--- src/rtl/vendor_cfg_regs.sv ---
module vendor_cfg_regs #(
  parameter int AW = 8,
  parameter int DW = 8,
  parameter logic [AW-1:0] IDX_CFG  = 8'hF0,
  parameter logic [AW-1:0] IDX_CMD  = 8'hF1,
  parameter logic [AW-1:0] IDX_STAT = 8'hF2,
  parameter logic [AW-1:0] IDX_WAKE = 8'hF3
) (
  input  logic          clk,
  input  logic          rst_n,
  input  logic [AW-1:0] host_addr,
  input  logic          host_wr,
  input  logic [DW-1:0] host_wdata,
  input  logic          host_rd,
  output logic [DW-1:0] host_rdata,
  input  logic [DW-1:0] irq_lines,
  output logic          pull_low_en,
  output logic          wake_pulse,
  input  logic          ee_load,
  input  logic [DW-1:0] ee_data,
  output logic [DW-1:0] cfg_out
);

  logic [DW-1:0] dflt_q, cfg_q, status_q, sync1_q, sync2_q;
  logic          pull_q, wake_q;

  wire wr_cfg  = host_wr && host_addr == IDX_CFG;
  wire wr_cmd  = host_wr && host_addr == IDX_CMD;
  wire wr_wake = host_wr && host_addr == IDX_WAKE;

  always_ff @(posedge clk) begin
    sync1_q <= irq_lines;
    sync2_q <= sync1_q;
    if (ee_load) dflt_q <= ee_data;
  end

  always_ff @(posedge clk) begin
    if (!rst_n) begin
      cfg_q    <= dflt_q;
      status_q <= '0;
      pull_q   <= 1'b0;
      wake_q   <= 1'b0;
    end else begin
      if (ee_load)     cfg_q <= ee_data;
      else if (wr_cfg) cfg_q <= host_wdata;
      if (wr_cmd) begin
        pull_q <= host_wdata[1];
        if (host_wdata[0]) status_q <= sync2_q;
      end
      wake_q <= wr_wake && host_wdata[0];
    end
  end

  always_comb begin
    host_rdata = '0;
    if (host_rd) begin
      if (host_addr == IDX_CFG)       host_rdata = cfg_q;
      else if (host_addr == IDX_STAT) host_rdata = status_q;
    end
  end

  assign pull_low_en = pull_q;
  assign wake_pulse  = wake_q;
  assign cfg_out     = cfg_q;

endmodule


--- config.mk ---
export PLATFORM = sky130hd
export DESIGN_NAME = vendor_cfg_regs
export DESIGN_NICKNAME = d
export VERILOG_FILES = /design/src/rtl/vendor_cfg_regs.sv
export SDC_FILE = /design/constraint.sdc
export NUM_CORES = 1
export LEC_CHECK = 0
export ABC_CLOCK_PERIOD_IN_PS = 3150
export BUFFER_PORTS_ARGS = -buffer_cell sky130_fd_sc_hd__buf_2
export CAP_MARGIN = 40
export CORE_ASPECT_RATIO = 1.1
export CORE_UTILIZATION = 52
export DETAILED_ROUTE_END_ITERATION = 12
export PLACE_DENSITY = 0.83
export SYNTH_ARGS = -nofsm -noshare
export SYNTH_HDL_FRONTEND = slang
export SYNTH_SLANG_ARGS = --single-unit
--- constraint.sdc ---
create_clock -name clk -period 3.15 [get_ports clk]
set_input_delay 0 -clock clk [delete_from_list [all_inputs] [get_ports clk]]
set_output_delay 0 -clock clk [all_outputs]
set_load 0.03 [all_outputs]
==> impl_metrics.env, run 1 <==
export IMPL_syn_cell_area_um2=1540
export IMPL_crit_path_top_delay_cell="dlygate4sd3_1"
export IMPL_fin_crit_ps=1890
export IMPL_drv_slew=0
export IMPL_hold_violations=0
export IMPL_multi_input_area_um2=515
export IMPL_fp_row_count=20
export IMPL_vias_per_cell=5.08
export IMPL_cp_end_kind="register"
export IMPL_synth_top_cell_by_area="dfxtp_1"
export IMPL_ys_seq_area_share_pct=65.0
export IMPL_die_h_um=59.1
export IMPL_worst_slack_ps=1260
export IMPL_synth_area_top_cells="dfxtp_1, edfxtp_1, mux2i_1"
export IMPL_critPathKind="primary input to register"
export IMPL_ant_nets=0
export IMPL_clk_pin_slew_ps=130
export IMPL_path_buf_inv=3
export IMPL_synth_flop_cell="dfxtp_1"
export IMPL_setup_worst_path_start="host_addr[3]"
export IMPL_ys_async_sr_fraction_pct=0
export IMPL_crit_required_ps=3380
export IMPL_detailroute_via_count=1205
export IMPL_yosysUniqueCellTypes=21
export IMPL_drt_iter0_markers=29
export IMPL_cts_tree="done"
export IMPL_layout_nets=240
export IMPL_clock_sinks=42
export IMPL_setup_viol=0
export IMPL_ir_drop_v=0.000472
export IMPL_hp_start="host_addr[0]"
export IMPL_synth_seq_cells=42
export IMPL_drv_cap=0
export IMPL_antenna_found_initial=0
export IMPL_rr_endpoint="pull_low_en$_SDFFE_PN0P_"
export IMPL_start_kind="primary input"
export IMPL_h_tree_depth=2
export IMPL_tns_ps=0
export IMPL_syn_instance_count=129
export IMPL_hpwl_um=2170
export IMPL_gp_congestion=0.740
export IMPL_root_buffer="clkbuf_4"
export IMPL_cellLeakagePower_nw=0.922
export IMPL_clk_insertion_delay_late_ps=350
export IMPL_wl_per_cell_um=13.3
export IMPL_fin_worst_skew_ps=12.4
export IMPL_grt_ovfl_total=0
export IMPL_post_place_ws_ps=1460
export IMPL_cts_setup_buffers=0
export IMPL_fin_crit_sh_pct=59.9
export IMPL_synth_edf_count=16
export IMPL_power_per_cell_area_nw_per_um2=472
export IMPL_relSlewSlack_pct=43.1
export IMPL_fmax_ghz=0.530
export IMPL_syn_avg_cell_area_um2=11.9
export IMPL_first_pass_iters=4
export IMPL_clock_path_buffers=2
export IMPL_syn_to_final_growth_pct=35.5
export IMPL_grt_pass1_vias=1165
export IMPL_track_usage_pct=22.5
export IMPL_synth_top_area_share_pct=33.8
export IMPL_drive_above_1_share_pct=31.4
export IMPL_grt_pass1_wl_um=4820
export IMPL_rrSetupSlack_ps=1950
export IMPL_syn_nets=166
export IMPL_regArea_um2=1000
export IMPL_fp_dieW_um=53.9
export IMPL_numCtsBuffers=5
export IMPL_port_buffers=54
export IMPL_start_util_pct=55.5
export IMPL_status="finished clean"
export IMPL_cpMostUsedCell="dlygate4sd3_1"
export IMPL_grt_max_degree=37
export IMPL_die_area_um2=3180
export IMPL_drcViolationCount=0
export IMPL_max_stage_delay_ps=570
export IMPL_crit_fanout=3
export IMPL_diodes=0
export IMPL_yosys_warnings=0
export IMPL_min_path_type="primary input to register"
export IMPL_crit_chain="dlygate4sd3_1 > buf_2 > or3_4 > o311ai_0 > o41ai_1 > dlygate4sd3_1"
export IMPL_fillers=174
export IMPL_worstHoldPathCells=3
export IMPL_ff2ff_path_depth=3
export IMPL_rsz0062_at_grt="no"
export IMPL_synth_common_cells="dfxtp_1, mux2i_1, nand2_1, edfxtp_1, nor2_1"
export IMPL_worstHoldEndpoint="wake_pulse$_SDFF_PN0_"
export IMPL_r2r_start="pull_low_en$_SDFFE_PN0P_"
export IMPL_synth_most_common_cell="dfxtp_1"
export IMPL_drt_total_wl_um=3160
export IMPL_core_area_um2=2780
export IMPL_top_level_ports=55
export IMPL_critPathArrivalTime_ps=2120
export IMPL_crit_family="buffers and inverters"
export IMPL_tightest_slew_ps=844
## how the worst max path moves through the flow
stage / slack [ps] / depth (start not counted) / end
after floorplan: 1410 / 2 / cfg_out[0]$_DFFE_PP_
after detailed placement: 1460 / 3 / cfg_out[5]$_DFFE_PP_
final: 1260 / 6 / pull_low_en$_SDFFE_PN0P_
after global placement: 1500 / 3 / cfg_out[5]$_DFFE_PP_
after CTS: 1280 / 6 / pull_low_en$_SDFFE_PN0P_
after global routing: 1200 / 6 / pull_low_en$_SDFFE_PN0P_
## layout make-up
class / instances / share of cell area (%)
clock inverters: 2 / 0.659
well taps: 33 / 1.98
flip-flops and latches: 42 / 48.0
clock buffers: 6 / 1.98
multi-input cells: 79 / 24.7
repair buffers: 74 / 22.5
inverters: 1 / 0.180
## cell usage in the layout (no fill, tap or decap)
cell type      instances
nor2_1                16
nor3_1                 1
or3_1                  1
o311ai_0               1
or4_1                  1
a21oi_1                8
dlygate4sd3_1         20
o41ai_1                1
edfxtp_1              16
buf_2                 54
nand3_1                1
nand4_1                1
inv_1                  1
o41ai_2                1
clkinv_4               1
dfxtp_1               26
clkinv_2               1
nor3_4                 1
nor2b_1                1
nand2_1               19
or3_4                  1
clkbuf_4               5
nand2b_1               1
mux2i_1               24
clkbuf_1               1
## per-stage QoR
stage	util (%)	hold WS (ps)	cells	cell area, um2	total power [mW]
floorplan	-	27.7	129	1540	0.679
global placement	65.9	102	209	1830	0.719
detailed placement	65.9	104	209	1830	0.725
CTS	75.1	11.2	237	2090	0.992
global route	75.1	12.2	237	2090	1.02
finish	75.1	25.6	237	2090	0.986
## where the power goes
part           switching [mW]  internal [mW]  total [mW]
combinational          0.0669         0.0554       0.122
sequential             0.0108          0.597       0.608
clock                   0.168         0.0878       0.256
## logic make-up after synthesis
kind of cell           count (synthesis)  share of synthesized area, %
AOI/OAI and AO/OA                     11                          4.31
and+or+nand+nor                       44                          13.1
muxes                                 24                          15.6
DFF                                   42                          65.0
buffers and inverters                  8                          2.03
## worst reg2reg max path: cells and delay by family (launching register included)
kind | cells | cell delay (ps)
AOI/OAI and AO/OA | 2 | 220
DFF | 1 | 330
buffers and inverters | 1 | 570
## flip-flops by register name, indices dropped and copies added (netlist names)
register / count
wake_pulse: 1
sync1_q: 8
cfg_out: 8
dflt_q: 8
status_q: 8
pull_low_en: 1
sync2_q: 8
## layer usage
layer	vias up	routed length, um	global-route usage (%)	share of wire (%)
met2	55	1690	39.5	53
li1	599	-	-	-
met4	0	34	9.77	1.1
met5	-	0	0	0
met1	547	1230	23.7	39
met3	4	208	7.95	6.6
## what timing repair did
action                    in CTS  in global routing
resized for setup              0                  0
hold endpoints to repair      18                  0
hold buffers                  20                  0
(Power assumes the default switching activity.)
==> run 2: changes to the inputs <==
==> config.mk (replaced) <==
export PLATFORM = sky130hd
export DESIGN_NAME = vendor_cfg_regs
export DESIGN_NICKNAME = d
export VERILOG_FILES = /design/src/rtl/vendor_cfg_regs.sv
export SDC_FILE = /design/constraint.sdc
export NUM_CORES = 1
export LEC_CHECK = 0
export ABC_CLOCK_PERIOD_IN_PS = 2000
export BUFFER_PORTS_ARGS = -buffer_cell sky130_fd_sc_hd__buf_2
export CAP_MARGIN = 40
export CORE_ASPECT_RATIO = 1.1
export CORE_UTILIZATION = 48
export DETAILED_ROUTE_END_ITERATION = 12
export PLACE_DENSITY = 0.78
export SYNTH_ARGS = -nofsm -noshare
export SYNTH_HDL_FRONTEND = slang
export SYNTH_SLANG_ARGS = --single-unit
==> constraint.sdc (replaced) <==
create_clock -name clk -period 2 [get_ports clk]
set_input_delay 0 -clock clk [delete_from_list [all_inputs] [get_ports clk]]
set_output_delay 0 -clock clk [all_outputs]
set_load 0.03 [all_outputs]
==> impl_metrics.env, run 2 (synthesis results as in run 1) <==
export IMPL_status="finished with violations"
export IMPL_violations="setup timing"
export IMPL_final_area_um2=2130
export IMPL_max_stage_delay_ps=580
export IMPL_ir_drop_v=0.000838
export IMPL_worst_slack_ps=-30.3
export IMPL_drt_iter0_markers=30
export IMPL_cp_end_kind="register"
export IMPL_tightest_slew_ps=538
export IMPL_fin_worst_skew_ps=10.3
export IMPL_h_tree_depth=2
export IMPL_start_util_pct=50.5
export IMPL_grt_max_degree=36
export IMPL_fp_row_count=21
export IMPL_cts_tree="done"
export IMPL_clk_pin_slew_ps=120
export IMPL_clock_sinks=42
export IMPL_grt_pass1_wl_um=5090
export IMPL_hpwl_um=2140
export IMPL_numCtsBuffers=5
export IMPL_die_area_um2=3440
export IMPL_hold_ws_ps=13.3
export IMPL_setup_viol=1
export IMPL_hold_violations=0
export IMPL_layout_nets=242
export IMPL_final_common_cell="buf_2"
export IMPL_clock_path_buffers=2
export IMPL_critPathArrivalTime_ps=2280
export IMPL_fin_crit_sh_pct=102
export IMPL_critPathKind="primary input to register"
export IMPL_top_level_ports=55
export IMPL_path_buf_inv=3
export IMPL_fillers=226
export IMPL_gp_congestion=0.936
export IMPL_die_h_um=61.4
export IMPL_crit_family="buffers and inverters"
export IMPL_rsz0062_at_grt="no"
export IMPL_first_pass_iters=4
export IMPL_ant_nets=0
export IMPL_diodes=0
export IMPL_grt_pass1_vias=1153
export IMPL_drt_total_wl_um=3140
export IMPL_grt_ovfl_total=0
export IMPL_fmax_ghz=0.493
export IMPL_root_buffer="clkbuf_4"
export IMPL_dpl_cell_area_um2=1850
export IMPL_wl_per_cell_um=13.1
export IMPL_fp_dieW_um=56.0
export IMPL_crit_fanout=3
export IMPL_drive_above_1_share_pct=32.0
export IMPL_core_area_um2=3050
export IMPL_cpMostUsedCell="dlygate4sd3_1"
export IMPL_drcViolationCount=0
export IMPL_antenna_found_initial=0
export IMPL_crit_path_top_delay_cell="dlygate4sd3_1"
export IMPL_drv_slew=0
export IMPL_relSlewSlack_pct=64.0
export IMPL_syn_to_final_growth_pct=38.1
export IMPL_crit_chain="dlygate4sd3_1 > buf_2 > or3_4 > o311ai_0 > o41ai_1 > dlygate4sd3_1"
export IMPL_drv_cap=0
export IMPL_cts_setup_buffers=0
export IMPL_port_buffers=54
export IMPL_vias_per_cell=4.99
export IMPL_power_per_cell_area_nw_per_um2=791
export IMPL_clk_insertion_delay_late_ps=350
export IMPL_cellLeakagePower_nw=0.938
export IMPL_start_kind="primary input"
export IMPL_track_usage_pct=20.0
export IMPL_crit_required_ps=2250
export IMPL_min_path_type="primary input to register"
export IMPL_layout_common_cells="buf_2, dfxtp_1, mux2i_1, dlygate4sd3_1, nand2_1"
export IMPL_detailroute_via_count=1197
export IMPL_fin_crit_ps=2030
## run 2: layout make-up
class | instances | area (um2) | area share [%]
inverters | 1 | 3.75 | 0.176
clock buffers | 6 | 41.3 | 1.94
repair buffers | 76 | 485 | 22.8
flip-flops and latches | 42 | 1000 | 47.1
multi-input cells | 79 | 515 | 24.2
clock inverters | 2 | 37.5 | 1.76
well taps | 34 | 42.5 | 2.00
## run 2: final timing paths
path	startpoint	to	slack, ps	cells past startpoint
worst min register to register	sync1_q[3]$_DFF_P_	sync2_q[3]$_DFF_P_	340	0
worst max register to register	pull_low_en$_SDFFE_PN0P_	pull_low_en$_SDFFE_PN0P_	720	3
worst max-delay path	host_addr[2]	pull_low_en$_SDFFE_PN0P_	-30	6
worst min-delay path	host_wr	wake_pulse$_SDFF_PN0_	10	3
## run 2: worst reg2reg max path, stage by stage (launching register included)
cell and delay [ps]:
dfxtp_1 330, o311ai_0 120, o41ai_1 160, dlygate4sd3_1 580
## run 2: power by group
group	internal [mW]	total (mW)	switching [mW]
clock network	0.264	0.529	0.265
registers	0.940	0.957	0.0170
logic	0.0896	0.196	0.106
total	1.29	1.68	0.388
## run 2: layer usage
metal	wire length, um	track usage (%)	vias to the layer above
met4	121	11.8	0
met3	146	5.88	14
li1	-	-	602
met5	0	0	-
met1	1270	21.2	545
met2	1610	36.2	36
## run 2: stage by stage
step                total power [mW]  utilization [%]  TNS, ps  instances  setup slack, ps
detailed placement              1.14             60.6        0        212              577
global route                    1.74             69.8        0        240             8.16
finish                          1.68             69.8    -30.3        240            -30.3
global placement                1.14             60.6        0        212              629
floorplan                       1.07                -        0        129              256
CTS                             1.68             69.8        0        240              161
## run 2: timing repair
action | CTS | global route
endpoints found under the setup margin | 0 | 0
resized for setup | 0 | 0
endpoints found under the hold margin | 18 | 0
hold buffers | 20 | 0
